==> src/rtl/bmdma_pkg.sv <==
package bmdma_pkg;

    localparam int REG_W = 32;

    // command byte bit positions
    localparam int CMD_RUN_BIT = 0;
    localparam int CMD_DIR_BIT = 3;

    // status byte lanes within dword 0
    localparam int STAT_LANE = 2;
    localparam int CMD_LANE  = 0;

    typedef enum logic [2:0] {
        SEQ_IDLE,
        SEQ_GET_ADDR,
        SEQ_GET_LEN,
        SEQ_MOVE,
        SEQ_SPENT
    } seq_state_t;

    typedef struct packed {
        logic       rsv7;
        logic [1:0] cap;
        logic [1:0] rsv43;
        logic       intr;
        logic       err;
        logic       act;
    } stat_t;

    function automatic logic [7:0] cmd_byte(input logic run, input logic dir);
        cmd_byte = 8'h00;
        cmd_byte[CMD_RUN_BIT] = run;
        cmd_byte[CMD_DIR_BIT] = dir;
    endfunction

    function automatic logic is_running(input seq_state_t s);
        is_running = (s == SEQ_GET_ADDR) || (s == SEQ_GET_LEN) || (s == SEQ_MOVE);
    endfunction

endpackage

==> src/rtl/bmdma_regs.sv <==
module bmdma_regs
    import bmdma_pkg::*;
(
    input  logic             clk,
    input  logic             rst,
    input  logic             reg_wr,
    input  logic [2:0]       reg_addr,
    input  logic [3:0]       reg_be,
    input  logic [REG_W-1:0] reg_wdata,
    output logic [REG_W-1:0] reg_rdata,
    input  logic             active,
    input  logic             set_err,
    input  logic             drv_irq,
    output logic             start_pulse,
    output logic             stop_pulse,
    output logic             cmd_start,
    output logic             cmd_dir,
    output logic [REG_W-1:0] tbl_ptr,
    output logic             irq
);

    localparam int LANES = REG_W / 8;

    logic  sel_ctl, sel_ptr, wr_cmd, wr_stat;
    logic  w_run, w_dir;
    logic  err_q, intr_q;
    logic [1:0] cap_q;
    logic [7:0] stat_wr;
    stat_t stat_view;

    assign sel_ctl = (reg_addr[2] == 1'b0);
    assign sel_ptr = (reg_addr[2] == 1'b1);
    assign wr_cmd  = reg_wr && sel_ctl && reg_be[CMD_LANE];
    assign wr_stat = reg_wr && sel_ctl && reg_be[STAT_LANE];
    assign w_run   = reg_wdata[8*CMD_LANE + CMD_RUN_BIT];
    assign w_dir   = reg_wdata[8*CMD_LANE + CMD_DIR_BIT];
    assign stat_wr = reg_wdata[8*STAT_LANE +: 8];

    assign start_pulse = wr_cmd &&  w_run && !cmd_start;
    assign stop_pulse  = wr_cmd && !w_run &&  cmd_start;

    always_ff @(posedge clk) begin
        if (rst) begin
            cmd_start <= 1'b0;
            cmd_dir   <= 1'b0;
        end else if (wr_cmd) begin
            cmd_start <= w_run;
            if (!active)
                cmd_dir <= w_dir;
        end
    end

    // sticky status bits: hardware set has priority over a write-one clear
    always_ff @(posedge clk) begin
        if (rst) begin
            err_q  <= 1'b0;
            intr_q <= 1'b0;
            cap_q  <= 2'b00;
        end else begin
            if (set_err)
                err_q <= 1'b1;
            else if (wr_stat && stat_wr[1])
                err_q <= 1'b0;
            if (drv_irq)
                intr_q <= 1'b1;
            else if (wr_stat && stat_wr[2])
                intr_q <= 1'b0;
            if (wr_stat)
                cap_q <= stat_wr[6:5];
        end
    end

    // pointer: one register per byte lane, frozen while active
    for (genvar b = 0; b < LANES; b++) begin : g_ptr
        logic [7:0] lane_q;
        always_ff @(posedge clk) begin
            if (rst)
                lane_q <= 8'h00;
            else if (reg_wr && sel_ptr && reg_be[b] && !active)
                lane_q <= reg_wdata[8*b +: 8];
        end
        if (b == 0) begin : g_low
            assign tbl_ptr[7:0] = {lane_q[7:2], 2'b00};
        end else begin : g_hi
            assign tbl_ptr[8*b +: 8] = lane_q;
        end
    end

    always_comb begin
        stat_view       = '0;
        stat_view.act   = active;
        stat_view.err   = err_q;
        stat_view.intr  = intr_q;
        stat_view.cap   = cap_q;
    end

    always_comb begin
        reg_rdata = '0;
        if (sel_ptr) begin
            reg_rdata = tbl_ptr;
        end else begin
            reg_rdata[8*CMD_LANE +: 8]  = cmd_byte(cmd_start, cmd_dir);
            reg_rdata[8*STAT_LANE +: 8] = stat_view;
        end
    end

    assign irq = intr_q;

endmodule

==> src/rtl/bmdma_seq.sv <==
module bmdma_seq
    import bmdma_pkg::*;
#(
    parameter int ADDR_W     = 32,
    parameter int LEN_W      = 16,
    parameter int XFER_BYTES = 2
) (
    input  logic              clk,
    input  logic              rst,
    input  logic              start_pulse,
    input  logic              stop_pulse,
    input  logic [ADDR_W-1:0] tbl_base,
    output logic              mem_req,
    output logic [ADDR_W-1:0] mem_addr,
    input  logic              mem_ack,
    input  logic [ADDR_W-1:0] mem_rdata,
    input  logic              drv_dreq,
    output logic              drv_dack,
    input  logic              drv_irq,
    output logic [ADDR_W-1:0] dat_addr,
    output logic              active,
    output logic              set_err
);

    localparam int REM_W      = LEN_W + 1;
    localparam int DESC_BYTES = 8;
    localparam int LEN_OFS    = 4;
    localparam logic [REM_W-1:0]  STEP    = REM_W'(XFER_BYTES);
    localparam logic [REM_W-1:0]  FULL    = REM_W'(1) << LEN_W;
    localparam logic [ADDR_W-1:0] A_STEP  = ADDR_W'(XFER_BYTES);
    localparam logic [ADDR_W-1:0] A_DESC  = ADDR_W'(DESC_BYTES);
    localparam logic [ADDR_W-1:0] A_LENO  = ADDR_W'(LEN_OFS);

    seq_state_t        state_q;
    logic [ADDR_W-1:0] desc_ptr_q;
    logic [ADDR_W-1:0] buf_q;
    logic [REM_W-1:0]  remain_q;
    logic              last_q;
    logic [LEN_W-1:0]  len_field;
    logic              run_now;
    logic              final_beat;

    assign run_now    = is_running(state_q);
    assign len_field  = mem_rdata[LEN_W-1:0];
    assign final_beat = (remain_q <= STEP);

    assign active   = run_now;
    assign mem_req  = (state_q == SEQ_GET_ADDR) || (state_q == SEQ_GET_LEN);
    assign mem_addr = (state_q == SEQ_GET_LEN) ? desc_ptr_q + A_LENO : desc_ptr_q;
    assign drv_dack = (state_q == SEQ_MOVE) && drv_dreq;
    assign dat_addr = buf_q;
    assign set_err  = (run_now && drv_irq) || ((state_q == SEQ_SPENT) && drv_dreq);

    always_ff @(posedge clk) begin
        if (rst) begin
            state_q    <= SEQ_IDLE;
            desc_ptr_q <= '0;
            buf_q      <= '0;
            remain_q   <= '0;
            last_q     <= 1'b0;
        end else if (stop_pulse) begin
            state_q <= SEQ_IDLE;
        end else if (start_pulse) begin
            state_q    <= SEQ_GET_ADDR;
            desc_ptr_q <= tbl_base;
        end else if (run_now && drv_irq) begin
            state_q <= SEQ_SPENT;
        end else begin
            unique case (state_q)
                SEQ_GET_ADDR: if (mem_ack) begin
                    buf_q   <= mem_rdata;
                    state_q <= SEQ_GET_LEN;
                end
                SEQ_GET_LEN: if (mem_ack) begin
                    remain_q   <= (len_field == '0) ? FULL : REM_W'(len_field);
                    last_q     <= mem_rdata[ADDR_W-1];
                    desc_ptr_q <= desc_ptr_q + A_DESC;
                    state_q    <= SEQ_MOVE;
                end
                SEQ_MOVE: if (drv_dreq) begin
                    buf_q    <= buf_q + A_STEP;
                    remain_q <= remain_q - STEP;
                    if (final_beat)
                        state_q <= last_q ? SEQ_SPENT : SEQ_GET_ADDR;
                end
                default: ;
            endcase
        end
    end

endmodule

==> src/rtl/bmdma_engine.sv <==
module bmdma_engine
    import bmdma_pkg::*;
#(
    parameter int LEN_W      = 16,
    parameter int XFER_BYTES = 2
) (
    input  logic        clk,
    input  logic        rst,
    input  logic        reg_wr,
    input  logic [2:0]  reg_addr,
    input  logic [3:0]  reg_be,
    input  logic [31:0] reg_wdata,
    output logic [31:0] reg_rdata,
    output logic        mem_req,
    output logic [31:0] mem_addr,
    input  logic        mem_ack,
    input  logic [31:0] mem_rdata,
    input  logic        drv_dreq,
    output logic        drv_dack,
    input  logic        drv_irq,
    output logic [31:0] dat_addr,
    output logic        dat_write,
    output logic        irq
);

    logic        st_active;
    logic        seq_err;
    logic        start_pulse;
    logic        stop_pulse;
    logic        cmd_start;
    logic        cmd_dir;
    logic [31:0] tbl_ptr;

    bmdma_regs u_regs (
        .clk         (clk),
        .rst         (rst),
        .reg_wr      (reg_wr),
        .reg_addr    (reg_addr),
        .reg_be      (reg_be),
        .reg_wdata   (reg_wdata),
        .reg_rdata   (reg_rdata),
        .active      (st_active),
        .set_err     (seq_err),
        .drv_irq     (drv_irq),
        .start_pulse (start_pulse),
        .stop_pulse  (stop_pulse),
        .cmd_start   (cmd_start),
        .cmd_dir     (cmd_dir),
        .tbl_ptr     (tbl_ptr),
        .irq         (irq)
    );

    bmdma_seq #(
        .ADDR_W     (REG_W),
        .LEN_W      (LEN_W),
        .XFER_BYTES (XFER_BYTES)
    ) u_seq (
        .clk         (clk),
        .rst         (rst),
        .start_pulse (start_pulse),
        .stop_pulse  (stop_pulse),
        .tbl_base    (tbl_ptr),
        .mem_req     (mem_req),
        .mem_addr    (mem_addr),
        .mem_ack     (mem_ack),
        .mem_rdata   (mem_rdata),
        .drv_dreq    (drv_dreq),
        .drv_dack    (drv_dack),
        .drv_irq     (drv_irq),
        .dat_addr    (dat_addr),
        .active      (st_active),
        .set_err     (seq_err)
    );

    assign dat_write = cmd_dir;

endmodule

==> config.mk <==
export PLATFORM = sky130hd
export DESIGN_NAME = bmdma_engine
export DESIGN_NICKNAME = d
export VERILOG_FILES = /design/src/rtl/bmdma_pkg.sv /design/src/rtl/bmdma_regs.sv /design/src/rtl/bmdma_seq.sv /design/src/rtl/bmdma_engine.sv
export SDC_FILE = /design/constraint.sdc
export NUM_CORES = 1
export LEC_CHECK = 0
export BUFFER_PORTS_ARGS = -buffer_cell sky130_fd_sc_hd__buf_2
export CAP_MARGIN = 20
export CORE_MARGIN = 1.5
export CORE_UTILIZATION = 45
export DETAILED_ROUTE_END_ITERATION = 8
export PLACE_DENSITY = 0.71
export SLEW_MARGIN = 0
export SYNTH_ARGS = -nofsm -noshare
export SYNTH_HDL_FRONTEND = slang
export SYNTH_SLANG_ARGS = --single-unit
==> constraint.sdc <==
create_clock -name clk -period 2.2 [get_ports clk]
set_input_delay 0.22 -clock clk [delete_from_list [all_inputs] [get_ports clk]]
set_output_delay 0.22 -clock clk [all_outputs]
set_load 0.02 [all_outputs]
==> results of run 1 <==
==> final timing paths <==
path                          from                   endpoint  slack [ns]  cells after the start
setup / recovery  u_seq.state_q[0]               mem_addr[25]       -0.17                      7
hold / removal       reg_wdata[26]  u_regs.g_ptr[3].lane_q[2]        0.05                      3
setup reg to reg  u_seq.state_q[0]       u_seq.desc_ptr_q[20]        0.08                      6
hold reg to reg    u_regs.cap_q[0]            u_regs.cap_q[0]        0.46                      2
==> state kept, by name (all words and copies together) (netlist names) <==
register and cells:
u_regs.g_ptr.lane_q 30, u_regs.irq 1, u_seq.state_q 3, u_regs.cap_q 2
u_regs.cmd_dir 1, u_regs.err_q 1, u_seq.dat_addr 32, u_seq.last_q 1
u_seq.remain_q 17, u_regs.cmd_start 1, u_seq.desc_ptr_q 30
==> power groups by stage <==
stage | clock [mW] | sequential, mW | combinational (mW)
after floorplan | 0 | 2.28 | 0.266
after global placement | 0 | 2.28 | 0.469
after detailed placement | 0 | 2.28 | 0.474
after CTS | 3.02 | 2.23 | 0.480
after global routing | 3.13 | 2.23 | 0.531
final | 3.01 | 2.23 | 0.489
==> per-stage QoR <==
| stage | power, mW | utilization | instance area [sq um] |
|---|---|---|---|
| finish | 5.73 | 0.623 | 10000 |
| global route | 5.90 | 0.623 | 10000 |
| CTS | 5.73 | 0.606 | 9730 |
| detailed placement | 2.75 | 0.550 | 8830 |
| global placement | 2.75 | 0.550 | 8830 |
| floorplan | 2.54 | - | 7470 |
==> timing repair <==
| item | 4_1_cts | 5_1_grt |
|---|---|---|
| setup endpoints to repair | 26 | 33 |
| setup buffers | 10 | 5 |
| resized for setup | 53 | 57 |
| pin swaps | 16 | 20 |
| cloned | 0 | 1 |
==> cell type report <==
type,instances,share of cell area
well taps,216,0.0270
multi-input cells,780,0.494
flip-flops and latches,119,0.241
clock buffers,20,0.0467
inverters,18,0.00676
repair buffers,261,0.167
diodes,1,0.000250
clock inverters,12,0.0174
==> cells by family after synthesis <==
logic type,Yosys count
AND/OR/NAND/NOR,450
AO/OA/AOI/OAI,278
flip-flops,119
buffers and inverters,102
XOR/XNOR,31
multiplexers,13
adder cells (fa/ha/maj),4
other,1
==> tightest hold or removal path: stages <==
cell and delay (ns):
buf_2 0.10, nand3_1 0.05, a21oi_1 0.05
==> per-layer routing <==
metal | up-vias | global-route usage
met5 | - | 0
met4 | 0 | 0.107
met3 | 56 | 0.0538
met2 | 346 | 0.464
met1 | 4041 | 0.344
li1 | 4070 | -
==> cell usage in the layout (no fill, tap or decap), types with 13 or more instances in the layout <==
cell,netlist,routed
nand4_1,23,23
inv_1,18,18
a21oi_1,104,104
nor2_1,65,56
clkbuf_16,0,17
a311oi_1,13,13
buf_4,7,101
dfxtp_1,119,103
nor3_1,34,29
nand2_1,124,120
nand3_1,55,52
nor4_1,21,21
buf_2,19,148
o21ai_0,59,59
and2_1,39,39
dfxtp_2,0,14
==> results_dict.tcl, run 1 <==
set metrics [dict create \
    p_int_mw 4.36 \
    ys_warn_count 0 \
    path_cells "buf_4 > nor3b_4 > buf_6 > nand4_1 > nor2_1 > xor2_1 > buf_2" \
    wire_per_inst_um 17.3 \
    layout-drive-gt1-share 0.327 \
    syn_area_per_cell_sq_um 7.48 \
    h-tree-depth 4 \
    end_kind "output pin" \
    synth-simple-area-share 0.319 \
    grt_pass1_wl_um 39100 \
    routabilityCongestion 0.923 \
    crit_path_start_kind "flop" \
    detail-route-antenna-nets 0 \
    pwr-share-seq 0.389 \
    switching_power_mw 1.37 \
    slowest_delay_ns 0.31 \
    place_ws_ns 0.0943 \
    grtUsageTotal 0.274 \
    multi_input_area_sq_um 4940 \
    cp.arrival_ns 2.15 \
    finalHoldViolCount 0 \
    wl_met1_um 10300 \
    post_drt_via_cell_ratio 5.97 \
    sw_frac_of_total 0.239 \
    crit_buf_inv 3 \
    worst_hold_slack_ns 0.0490 \
    die_x_um 132 \
    final_max_slew_viol_count 0 \
    final.setup_skew_ns 0.00768 \
    areaGrowthSynthToFinish_pct 33.9 \
    final_nets 1278 \
    yosysSeqAreaShare 0.319 \
    p_leak_nw 4.00 \
    slew_headroom 0.547 \
    numCtsBuffers 17 \
    power_frac_clock 0.526 \
    setup_violations 21 \
    finalCritPeriodShare 1.08 \
    start_util 0.465 \
    dr.pass1.iters 5 \
    synth_edf_count 0 \
    fp.dieH_um 132 \
    pin_count 177 \
    clock.fmax_ghz 0.422 \
    rsz0062_at_grt "true" \
    synth-async-reset-ratio 0 \
    ys_types 80 \
    final.setup.tns_ns -1.51 \
    hpwl_um 17200 \
    cp_max_fo 15 \
    clockRootBuffer "clkbuf_16" \
    grt-ovfl-total 0 \
    synth_top_family_by_area "simple AND/OR/NAND/NOR gates" \
    core-area_sq_um 16100 \
    combPwrFrac 0.085 \
    cp_slowest_cell "dfxtp_1" \
    routed_wl_um 24700 \
    worstSetupPathType "reg2out" \
    ir_drop_v 0.000542 \
    yosys.cell_count.top_type "nand2_1" \
    finalNonFillerCells 1427 \
    drt_iter0_drc 708 \
    max-clock-path-buffers 2 \
    finalCriticalPeriod_ns 2.37 \
    synth_compound_area_frac 0.239 \
    power_density_nw_per_um2 573 \
    worst_path_dominant_cell_family "simple AND/OR/NAND/NOR gates" \
    layout_setup_ws_ns -0.171 \
    yosys.area_share.adder 0.00670 \
    antenna_found_initial 1 \
    cp.required_ns 1.98 \
    grt_pass1_vias 7893 \
    max-cap-violations 0 \
    syn-cell-area_sq_um 7470 \
    syn_inst 998 \
    synth-main-ff-cell "dfxtp_1" \
    failed_checks "negative setup slack" \
    dr_wl_met3_um 1700 \
    netlist_top_cells_count "nand2_1, dfxtp_1, a21oi_1" \
    design.die.area_sq_um 17400 \
    cts_sinks 119 \
    status "finished, violations left" \
    yosys.area.top_type "dfxtp_1" \
    synth_mux_area_frac 0.0191 \
    vias 8513 \
    worstMarginPinSlew_ns 0.676 \
    placedCellCount 1378 \
    grt_max_degree 107 \
    cts_hold_buffers 0 \
    yosys.area_share.xor_xnor 0.0364 \
    fillers 1403 \
    clk-insertion-delay-late_ns 0.42 \
    port_buffers 170 \
    drc 0 \
    met2_length_um 12000 \
    synth_top_area_share 0.319 \
    area.sequential_sq_um 2410 \
    ys_ff_latch 119 \
    hold_path.class "in2reg" \
    path_clk_slew_ns 0.05 \
    cts_tree "done" \
    highest_layer "met4" \
    yosys-top-cells-area "dfxtp_1, a21oi_1, nand2_1, o21ai_0, nand3_1" \
    rows 46 \
]
Power figures use the tool's default switching activity.
==> run 2, diff against run 1 <==
PLACE_DENSITY = 0.69   (was 0.71)
clock period = 2.75 ns   (was 2.2 ns; I/O delays follow)
==> run 2 against run 1 <==
Compared with the run above: highest routed layer unchanged; global-route usage fell by 0.81 points; largest cell class unchanged; critical path type unchanged; cell count is 3.9% lower; core utilization is 5.2 points lower; critical endpoint is now mem_addr[18]; the flow now finishes without violations.
==> results_dict.tcl, run 2 (same netlist as run 1, synthesis figures left out) <==
set metrics [dict create \
    status "finished clean" \
    power_mw 4.47 \
    areaGrowthSynthToFinish_pct 22.8 \
    start_util 0.465 \
    detail-route-antenna-nets 0 \
    path_clk_slew_ns 0.06 \
    grt_pass1_vias 7400 \
    power_density_nw_per_um2 487 \
    drt_iter0_drc 675 \
    grtUsageTotal 0.266 \
    grt-ovfl-total 0 \
    p_leak_nw 3.59 \
    dr.pass1.iters 7 \
    rsz0062_at_grt "false" \
    fp.dieH_um 132 \
    wire_per_inst_um 17.2 \
    cp.arrival_ns 2.33 \
    end_kind "output pin" \
    pin_count 177 \
    final_max_slew_viol_count 0 \
    finalCritPeriodShare 0.946 \
    cts_tree "done" \
    rows 46 \
    clock.fmax_ghz 0.385 \
    final.setup.tns_ns 0 \
    clk-insertion-delay-late_ns 0.41 \
    cp.required_ns 2.48 \
    grt_max_degree 51 \
    port_buffers 170 \
    worstMarginPinSlew_ns 0.765 \
    hpwl_um 16900 \
    max-cap-violations 0 \
    crit_path_start_kind "flop" \
    slew_headroom 0.489 \
    finalNonFillerCells 1371 \
    vias 8182 \
    layout_setup_ws_ns 0.149 \
    max-clock-path-buffers 2 \
    ir_drop_v 0.000355 \
    h-tree-depth 4 \
    cp_max_fo 3 \
    design.die.area_sq_um 17400 \
    mostFrequentLayoutCell "buf_2" \
    diodes 0 \
    clockRootBuffer "clkbuf_16" \
    drc 0 \
    layout-drive-gt1-share 0.247 \
    setup_violations 0 \
    numCtsBuffers 17 \
    final.setup_skew_ns 0.00797 \
    worstSetupPathType "reg2out" \
    grt_pass1_wl_um 37900 \
    largest_reg_flops 32 \
    hold_path.class "in2reg" \
    place_ws_ns 0.457 \
    core-area_sq_um 16100 \
    cts_sinks 119 \
    placedCellCount 1339 \
    routed_wl_um 23600 \
    antenna_found_initial 0 \
    final_nets 1223 \
    worst_hold_slack_ns 0.109 \
    fillers 1549 \
    die_x_um 132 \
    regToRegSetupSlack_ns 0.38 \
    finalCriticalPeriod_ns 2.60 \
    post_drt_via_cell_ratio 5.97 \
    finalHoldViolCount 0 \
    routabilityCongestion 0.874 \
    layout_common_cells "buf_2, nand2_1, dfxtp_1" \
]
-- run 2: final timing paths --
| check | start | end | cells after the start |
|---|---|---|---|
| max | u_seq.state_q[0] | mem_addr[18] | 6 |
| min | reg_wdata[27] | u_regs.g_ptr[3].lane_q[3] | 3 |
| min reg2reg | u_regs.cap_q[1] | u_regs.cap_q[1] | 2 |
| max reg2reg | u_seq.state_q[1] | u_seq.desc_ptr_q[21] | 6 |
-- run 2: cell type report --
class	instances	area, sq um	area share
Multi-Input combinational cell	779	4670	0.510
Sequential cell	119	2380	0.260
Timing Repair Buffer	207	1160	0.126
Clock buffer	18	439	0.0479
Tap cell	216	270	0.0295
Clock inverter	14	176	0.0192
Inverter	18	67.6	0.00737
-- run 2: power by group --
group	switching (mW)	internal (mW)	leakage, nW
clock	0.860	1.45	0.285
sequential	0.0303	1.76	0.963
combinational	0.233	0.135	2.34
total	1.12	3.34	3.59
-- run 2: timing repair --
action	in CTS	in global routing
gates resized for setup	0	10
hold buffers	0	0
buffers inserted	0	0
endpoints found under the setup margin	0	12
-- run 2: layer usage --
| metal | track usage | wire (um) | vias up |
|---|---|---|---|
| li1 | - | - | 3970 |
| met1 | 0.350 | 10200 | 3847 |
| met2 | 0.443 | 11400 | 329 |
| met3 | 0.0515 | 1540 | 36 |
| met4 | 0.0784 | 426 | 0 |
| met5 | 0 | 0 | - |
-- run 2: worst max-delay path: stages, from the launching register on --
cell	delay, ns
dfxtp_1	0.30
or3b_1	0.47
or2_2	0.40
nor3_2	0.20
nand3_1	0.13
xnor2_1	0.21
buf_2	0.20
-- run 2: metrics by stage --
step                      area [sq um]   util
after global placement            8520  0.530
after detailed placement          8520  0.530
after CTS                         9130  0.569
final                             9170  0.571
after global routing              9170  0.571
after floorplan                   7470      -
==> run 3, diff against run 2 <==
CORE_MARGIN = default   (was 1.5)
==> run 3 against run 2 <==
Compared with the run above: wire length is 1.6% higher; die area fell by 1.5%; first-iteration DRC count up 9.9%; critical path type unchanged; total power grew 2.7%.
==> results_dict.tcl, run 3 (same netlist as run 1, synthesis figures left out) <==
set metrics [dict create \
    status "finished clean" \
    hold_path.class "in2reg" \
    ir_drop_v 0.000418 \
    finalNonFillerCells 1380 \
    worstMarginPinSlew_ns 0.783 \
    worstSetupPathType "reg2out" \
    power_density_nw_per_um2 496 \
    slew_headroom 0.476 \
    h-tree-depth 4 \
    power_mw 4.59 \
    design.die.area_sq_um 17100 \
    areaGrowthSynthToFinish_pct 24.0 \
    final_max_slew_viol_count 0 \
    layout-drive-gt1-share 0.253 \
    pwr-share-seq 0.389 \
    cts_hold_buffers 0 \
    layout_common_cells "buf_2, nand2_1, dfxtp_1" \
    grt_pass1_vias 7219 \
    max-clock-path-buffers 2 \
    start_util 0.465 \
    clock.fmax_ghz 0.379 \
    final.setup_skew_ns 0.00792 \
    routed_wl_um 24000 \
    dpl-instance-area_sq_um 8560 \
    path_clk_slew_ns 0.06 \
    clk-insertion-delay-late_ns 0.42 \
    p_int_mw 3.48 \
    switching_power_mw 1.11 \
    hpwl_um 17100 \
    final.setup.tns_ns 0 \
    wire_per_inst_um 17.4 \
    finalHoldViolCount 0 \
    largest_reg_flops 32 \
    core-area_sq_um 16100 \
    clockRootBuffer "clkbuf_16" \
    end_kind "output pin" \
    finalCritPeriodShare 0.959 \
    cp_max_fo 7 \
    power_frac_clock 0.530 \
    drc 0 \
    final_nets 1232 \
    finalCriticalPeriod_ns 2.64 \
    drt_iter0_drc 742 \
    crit_path_start_kind "flop" \
    cts_sinks 119 \
    vias 8249 \
    finalInstanceArea_sq_um 9260 \
    pin_count 177 \
    mostFrequentLayoutCell "buf_2" \
    port_buffers 170 \
    sw_frac_of_total 0.242 \
    dr.pass1.iters 5 \
    grt-ovfl-total 0 \
    routabilityCongestion 0.898 \
    fp.dieH_um 131 \
    placedCellCount 1346 \
    cp.required_ns 2.48 \
    grtUsageTotal 0.276 \
    detail-route-antenna-nets 0 \
    antenna_found_initial 0 \
    numCtsBuffers 17 \
    grt_max_degree 68 \
    combPwrFrac 0.081 \
    setup_violations 0 \
    p_leak_nw 3.66 \
    diodes 0 \
    grt_pass1_wl_um 36800 \
    post_drt_via_cell_ratio 5.98 \
    max-cap-violations 0 \
    die_x_um 131 \
    cts_tree "done" \
    cp.arrival_ns 2.36 \
    rows 46 \
]
run 3: changes by cell type in the layout (fill, tap and decap cells not counted), sizes merged:
cell,previous run,this run
buf,207,216
bufinv,3,4
clkbuf,18,20
clkinvlp,5,2
run 3: power groups by stage:
| stage | clock network (mW) | logic [mW] | registers [mW] |
|---|---|---|---|
| floorplan | 0 | 0.213 | 1.82 |
| global placement | 0 | 0.364 | 1.82 |
| detailed placement | 0 | 0.366 | 1.82 |
| CTS | 2.45 | 0.367 | 1.79 |
| global route | 2.51 | 0.404 | 1.79 |
| finish | 2.43 | 0.370 | 1.79 |
run 3: what timing repair did:
| item | in CTS | in global routing |
|---|---|---|
| resized for setup | 1 | 11 |
| setup buffers | 0 | 2 |
| pin swaps | 0 | 2 |
| endpoints found under the setup margin | 1 | 13 |
run 3: cell type report:
| class | instances | area, sq um |
|---|---|---|
| tap | 216 | 270 |
| inverter | 18 | 67.6 |
| sequential | 119 | 2390 |
| clock buffer | 20 | 467 |
| multi-input combinational | 779 | 4680 |
| fill | 1531 | 6800 |
| clock inverter | 12 | 173 |
| timing repair buffer | 216 | 1210 |
run 3: worst max-delay path, cell delays in order, from the launching register on:
cell     delay, ns
dfxtp_2       0.42
ha_1          0.24
nand3_1       0.16
or2_2         0.39
nor3_2        0.18
nand3_1       0.12
xnor2_1       0.23
buf_2         0.21
run 3: stage by stage:
step	hold slack [ns]	utilization	setup WS, ns
floorplan	0.392	-	0.533
global placement	0.445	0.533	0.508
detailed placement	0.449	0.533	0.428
CTS	0.0931	0.573	0.0134
global route	0.108	0.577	-0.00224
finish	0.103	0.577	0.112
run 3: per-layer routing:
layer / wire length [um] / vias up / track usage
met5: 0 / - / 0
met2: 11600 / 296 / 0.465
met1: 10500 / 3918 / 0.357
met4: 570 / 0 / 0.103
met3: 1260 / 43 / 0.0387
li1: - / 3992 / -
run 3: worst paths after layout:
kind	slack, ns	from	cells past startpoint	end
max	0.11	u_seq.desc_ptr_q[3]	7	mem_addr[18]
min	0.10	reg_wdata[21]	3	u_regs.cap_q[0]
max reg2reg	0.51	u_seq.state_q[1]	6	u_seq.desc_ptr_q[30]
min reg2reg	0.46	u_regs.cap_q[0]	2	u_regs.cap_q[0]
